--- config.mk ---
export PLATFORM = sky130hd
export DESIGN_NAME = sflash_frame_decoder
export DESIGN_NICKNAME = d
export VERILOG_FILES = /design/src/rtl/sflash_frame_decoder.sv
export SDC_FILE = /design/constraint.sdc
export NUM_CORES = 1
export LEC_CHECK = 0
export CAP_MARGIN = 10
export CORE_ASPECT_RATIO = 1.2
export CORE_MARGIN = 2
export CORE_UTILIZATION = 50
export CTS_BUF_LIST = sky130_fd_sc_hd__clkbuf_16
export CTS_CLUSTER_DIAMETER = 100
export DETAILED_ROUTE_END_ITERATION = 12
export DONT_BUFFER_PORTS = 1
export GPL_ROUTABILITY_DRIVEN = 0
export PLACE_DENSITY = 0.67
export SYNTH_ARGS = -nofsm -noshare
export SYNTH_HDL_FRONTEND = slang
export SYNTH_SLANG_ARGS = --single-unit
--- constraint.sdc ---
create_clock -name clk -period 3.8 [get_ports clk]
set_clock_uncertainty 0.1 [all_clocks]
set_input_delay 0.95 -clock clk [delete_from_list [all_inputs] [get_ports clk]]
set_output_delay 0.95 -clock clk [all_outputs]
set_load 0.01 [all_outputs]
--- src/rtl/sflash_frame_decoder.sv ---
module sflash_frame_decoder (
  input  logic        clk,
  input  logic        rst_n,
  input  logic        cs_n,
  input  logic        byte_valid,
  input  logic [7:0]  byte_data,
  input  logic        page_1024,
  output logic        cmd_go,
  output logic [3:0]  cmd_code,
  output logic [12:0] cmd_page,
  output logic [10:0] cmd_col,
  output logic        cmd_buf,
  output logic        frame_err
);

  localparam logic [3:0] C_NONE = 4'd0, C_ARD = 4'd1, C_ARDF = 4'd2, C_PRD = 4'd3,
                         C_BRD = 4'd4, C_BRDF = 4'd5, C_STAT = 4'd6, C_ID = 4'd7,
                         C_LOCK = 4'd8, C_ERASE = 4'd9;

  typedef enum logic [2:0] {S_OP, S_ADR, S_DMY, S_ERS, S_RUN, S_DROP} st_t;

  st_t         st;
  logic [1:0]  ac;
  logic [2:0]  dc, dneed;
  logic [23:0] adr;

  logic        d_ok, d_addr, d_buf;
  logic [3:0]  d_code;
  logic [2:0]  d_dmy;
  logic [7:0]  ers_want;

  always_comb begin
    d_ok = 1'b1; d_addr = 1'b1; d_buf = 1'b0; d_dmy = 3'd0; d_code = C_NONE;
    unique case (byte_data)
      8'h03: d_code = C_ARD;
      8'h0B: begin d_code = C_ARDF; d_dmy = 3'd1; end
      8'hD2: begin d_code = C_PRD;  d_dmy = 3'd4; end
      8'hD1: d_code = C_BRD;
      8'hD3: begin d_code = C_BRD; d_buf = 1'b1; end
      8'hD4: begin d_code = C_BRDF; d_dmy = 3'd1; end
      8'hD6: begin d_code = C_BRDF; d_dmy = 3'd1; d_buf = 1'b1; end
      8'hD7: begin d_code = C_STAT; d_addr = 1'b0; end
      8'h9F: begin d_code = C_ID;   d_addr = 1'b0; end
      8'h35: begin d_code = C_LOCK; d_addr = 1'b0; d_dmy = 3'd3; end
      default: begin d_ok = 1'b0; d_addr = 1'b0; end
    endcase
  end

  always_comb
    case (ac)
      2'd1:    ers_want = 8'h94;
      2'd2:    ers_want = 8'h80;
      default: ers_want = 8'h9A;
    endcase

  always_ff @(posedge clk or negedge rst_n) begin
    if (!rst_n) begin
      st <= S_OP; ac <= '0; dc <= '0; dneed <= '0; adr <= '0;
      cmd_go <= 1'b0; cmd_code <= C_NONE; cmd_buf <= 1'b0; frame_err <= 1'b0;
    end else begin
      cmd_go <= 1'b0;
      if (cs_n) begin
        st <= S_OP; ac <= '0; frame_err <= 1'b0; cmd_code <= C_NONE;
      end else if (byte_valid) begin
        case (st)
          S_OP: begin
            adr <= '0;
            if (byte_data == 8'hC7) begin
              st <= S_ERS; ac <= 2'd1;
            end else if (!d_ok) begin
              frame_err <= 1'b1; st <= S_DROP;
            end else begin
              cmd_code <= d_code; cmd_buf <= d_buf; dneed <= d_dmy;
              if (d_addr) begin
                st <= S_ADR; ac <= 2'd0;
              end else if (d_dmy != 3'd0) begin
                st <= S_DMY; dc <= d_dmy;
              end else begin
                st <= S_RUN; cmd_go <= 1'b1;
              end
            end
          end
          S_ADR: begin
            adr <= {adr[15:0], byte_data};
            ac  <= ac + 2'd1;
            if (ac == 2'd2) begin
              if (dneed != 3'd0) begin
                st <= S_DMY; dc <= dneed;
              end else begin
                st <= S_RUN; cmd_go <= 1'b1;
              end
            end
          end
          S_DMY: begin
            dc <= dc - 3'd1;
            if (dc == 3'd1) begin
              st <= S_RUN; cmd_go <= 1'b1;
            end
          end
          S_ERS: begin
            if (byte_data != ers_want) begin
              frame_err <= 1'b1; st <= S_DROP;
            end else if (ac == 2'd3) begin
              cmd_code <= C_ERASE; cmd_go <= 1'b1; st <= S_RUN;
            end else begin
              ac <= ac + 2'd1;
            end
          end
          default: ;
        endcase
      end
    end
  end

  assign cmd_page = page_1024 ? adr[22:10] : adr[23:11];
  assign cmd_col  = page_1024 ? {1'b0, adr[9:0]} : adr[10:0];

  AST_GO_ONE_CYCLE: assert property (@(posedge clk) disable iff (!rst_n) cmd_go |=> !cmd_go);
  AST_GO_HAS_CODE:  assert property (@(posedge clk) disable iff (!rst_n) cmd_go |-> cmd_code != C_NONE);
  AST_GO_AFTER_BYTE: assert property (@(posedge clk) disable iff (!rst_n) cmd_go |-> ($past(byte_valid) && !$past(cs_n)));
  AST_ERASE_LAST_BYTE: assert property (@(posedge clk) disable iff (!rst_n) (cmd_go && cmd_code == C_ERASE) |-> $past(byte_data) == 8'h9A);
  AST_ERR_BLOCKS_GO: assert property (@(posedge clk) disable iff (!rst_n) (frame_err && !cs_n) |=> !cmd_go);
  AST_CS_ABORT: assert property (@(posedge clk) disable iff (!rst_n) cs_n |=> (st == S_OP && !frame_err));
  AST_RUN_HOLDS_ADDR: assert property (@(posedge clk) disable iff (!rst_n) (st == S_RUN && !cs_n) |=> $stable(adr));

endmodule

==> impl_results.md <==
* Outcome: complete, no violations
* Worst R2R Setup Slack at 1230 ps
* Total GRT Usage at 20.4%
* Mapped cell area at 2670 sq um
* Drt initial violations at 178
* Syn avg cell area at 9.95 sq um
* Post-synthesis cell count at 268
* Post-Synth XOR/XNOR Area at 1.31%
* Residual DRC at 0
* Min-delay worst type: primary input to async pin
* CTS tree: yes
* Final Power at 1.28 mW
* Reg2reg path depth at 6
* Chip height at 84.0 microns
* Register bit total from synthesis at 42
* Internal power at 0.910 mW
* Worst-skew pair later-pin latency at 280 ps
* PwrDens at 466 nW/um^2
* Post-synthesis adder-cell area fraction at 2.35%
* Total Wirelength at 5.96 mm
* Critical path peak fanout at 12
* Die area at 5940 sq um
* Row Count at 29
* Primary FF master, synth: dfrtp_1
* Yosys top cell area share at 39.4%
* Sw power at 0.371 mW
* Worst EP arrival at 2670 ps
* Compound-cell area share of the yosys netlist at 21.5%
* Largest family of logic cells by synthesized area: compound AO/OA/AOI/OAI gates
* Largest net degree at the start of global routing at 43
* Sw Share at 28.9%
* Relative slew slack at 44.6%
* Tcrit/Tclk final at 69.4%
* Startpoint class of the critical path: primary input
* Post-CTS Setup Inserts at 0
* Via density at 6.42
* Crit Path Class: primary input to flop
* Max Fclk at 0.379 GHz
* Placed cell area at 2580 sq um
* Nets at 265
* H-Tree Depth at 2
* Simple-gate share of the synthesized area at 18.3%
* CTS Buffer Depth at 2
* Via Count at 1990
* Synthesis Warnings at 0
* Setup Viol. Count Final at 0
* Fin. max-slew vios at 0
* Clock transition at the registers of the reported paths at 60 ps
* Comb power frac at 19.7%
* Antenna Cells at 0
* Initial antenna violation count at 0
* WP data required at 3830 ps
* Post-synth EDFFs at 0
* P_leak at 1.20 nW
* Post-Route Utilization at 52.6%
* Async SR Flop Fraction at 100%
* Grt total ovfl at 0
* First-pass GRT wire length at 9.54 mm
* P&R area growth vs syn at 3.00%
* Clock power share at 36.8%
* Root Driver: clkbuf_16
* MaxCap Viol Count at 0
* Die X at 70.7 microns
* Reg-to-reg startpoint: st[0]$_DFFE_PN0P_
* Net Count, Synth at 286
* Seq/Total Area, Yosys at 39.4%
* Vias in the first global route at 1861
* Crit end category: flop
* Top cells by count, synth: dfrtp_1 (42), a22o_1 (24), nand2_1 (20)
* CTS buffer count at 5
* Final hold vios at 0
* RSZ-0062 raised after global routing: false
* Fin Hold WS at 260 ps
* Core Region at 5230 sq um
* Initial Util at 51.0%
* Period minus WS final at 2640 ps
* VDD IR max at 0.257 mV
* Synth area leaders: dfrtp_1 (39%), a22o_1 (7.9%), mux2_2 (7.6%), buf_4 (2.8%), nand2_1 (2.8%)
* Fraction of layout cells with a size suffix above 1 at 14.5%
* WL per Instance at 19.2 microns
* Reg-to-reg endpoint: cmd_code[3]$_DFFE_PN0P_
* Distinct cells, synth at 61
* Sequential group share of total power at 43.5%
* DR pass1 iterations at 5
* Cts repair resizes at 0
* Largest area contributor in the netlist: dfrtp_1
* Most frequent cell after synthesis: dfrtp_1
* Worst Tran Pin Value at 831 ps
* Final setup TNS at 0 ps
* Hpwl dp at 4.24 mm
* Post-DRT Antenna Nets at 0
* IO Port Bufs at 0
* Post-CTS Hold Buffers at 0
* Mux contribution to synthesized area at 9.53%
* Design Area, Final at 2750 sq um
* Clk sinks at 42
* Number of I/O pins at 44
state kept, by name (all words and copies together) (netlist names):
name       cells
ac             2
adr           24
cmd_buf        1
frame_err      1
cmd_code       4
st             3
dc             3
dneed          3
cmd_go         1
power groups by stage:
stage | logic (mW) | clock network, mW | registers [mW]
after floorplan | 0.268 | 0 | 0.531
after CTS | 0.251 | 0.485 | 0.559
final | 0.252 | 0.472 | 0.558
after global routing | 0.278 | 0.507 | 0.565
after detailed placement | 0.248 | 0 | 0.566
after global placement | 0.247 | 0 | 0.566
logic make-up after synthesis:
| family | after synthesis |
|---|---|
| buf+inv | 38 |
| compound gates | 72 |
| fa+ha+maj | 5 |
| xor+xnor | 4 |
| mux | 23 |
| flops | 42 |
| simple gates | 84 |
critical path: stages:
cell and delay [ps]:
nor4b_4 310, and4_4 280, o21a_4 130, nor3_2 70, or4b_1 490, a311oi_1 430
layout by cell type (no fill, tap or decap), drive strengths merged, types with 4 or more instances in the layout:
master	Yosys	layout
o21ai	8	8
nor3	11	11
nor2b	7	7
dfrtp	42	42
nand2	20	20
nand3	5	5
a21oi	11	11
ha	5	5
clkbuf	9	5
nand2b	7	7
mux2i	4	4
inv	8	8
a22o	24	24
nor2	14	14
mux2	19	19
routing by layer:
metal,wire [microns],track usage (%),vias up
met4,89,6.69,0
met5,0,0,-
met2,2930,32.9,85
met3,410,5.56,9
li1,-,-,943
met1,2530,26.5,953
worst max path at each step:
stage | start | endpoint | slack [ps] | cells past startpoint
2_1_floorplan | byte_data[5] | cmd_code[3]$_DFFE_PN0P_ | 1020 | 7
3_3_place_gp | byte_data[6] | cmd_go$_DFF_PN0_ | 930 | 6
3_5_place_dp | byte_data[6] | cmd_go$_DFF_PN0_ | 910 | 6
4_1_cts | byte_data[6] | cmd_go$_DFF_PN0_ | 1200 | 6
5_1_grt | st[0]$_DFFE_PN0P_ | cmd_code[3]$_DFFE_PN0P_ | 1070 | 6
6_report | byte_data[6] | cmd_go$_DFF_PN0_ | 1160 | 6
area by class of cell:
type | count | area (sq um)
fillers | 477 | 2480
well taps | 62 | 77.6
inverters | 9 | 33.8
repair buffers | 1 | 7.51
clock inverters | 3 | 40.0
clock buffers | 5 | 125
multi-input cells | 188 | 1410
flip-flops and latches | 42 | 1050
metrics by stage:
step | setup slack, ps | std cells
CTS | 1200 | 310
global placement | 928 | 302
floorplan | 1020 | 268
detailed placement | 910 | 302
global route | 1070 | 310
finish | 1160 | 310
Note: power is estimated with default switching activity, not from simulation.
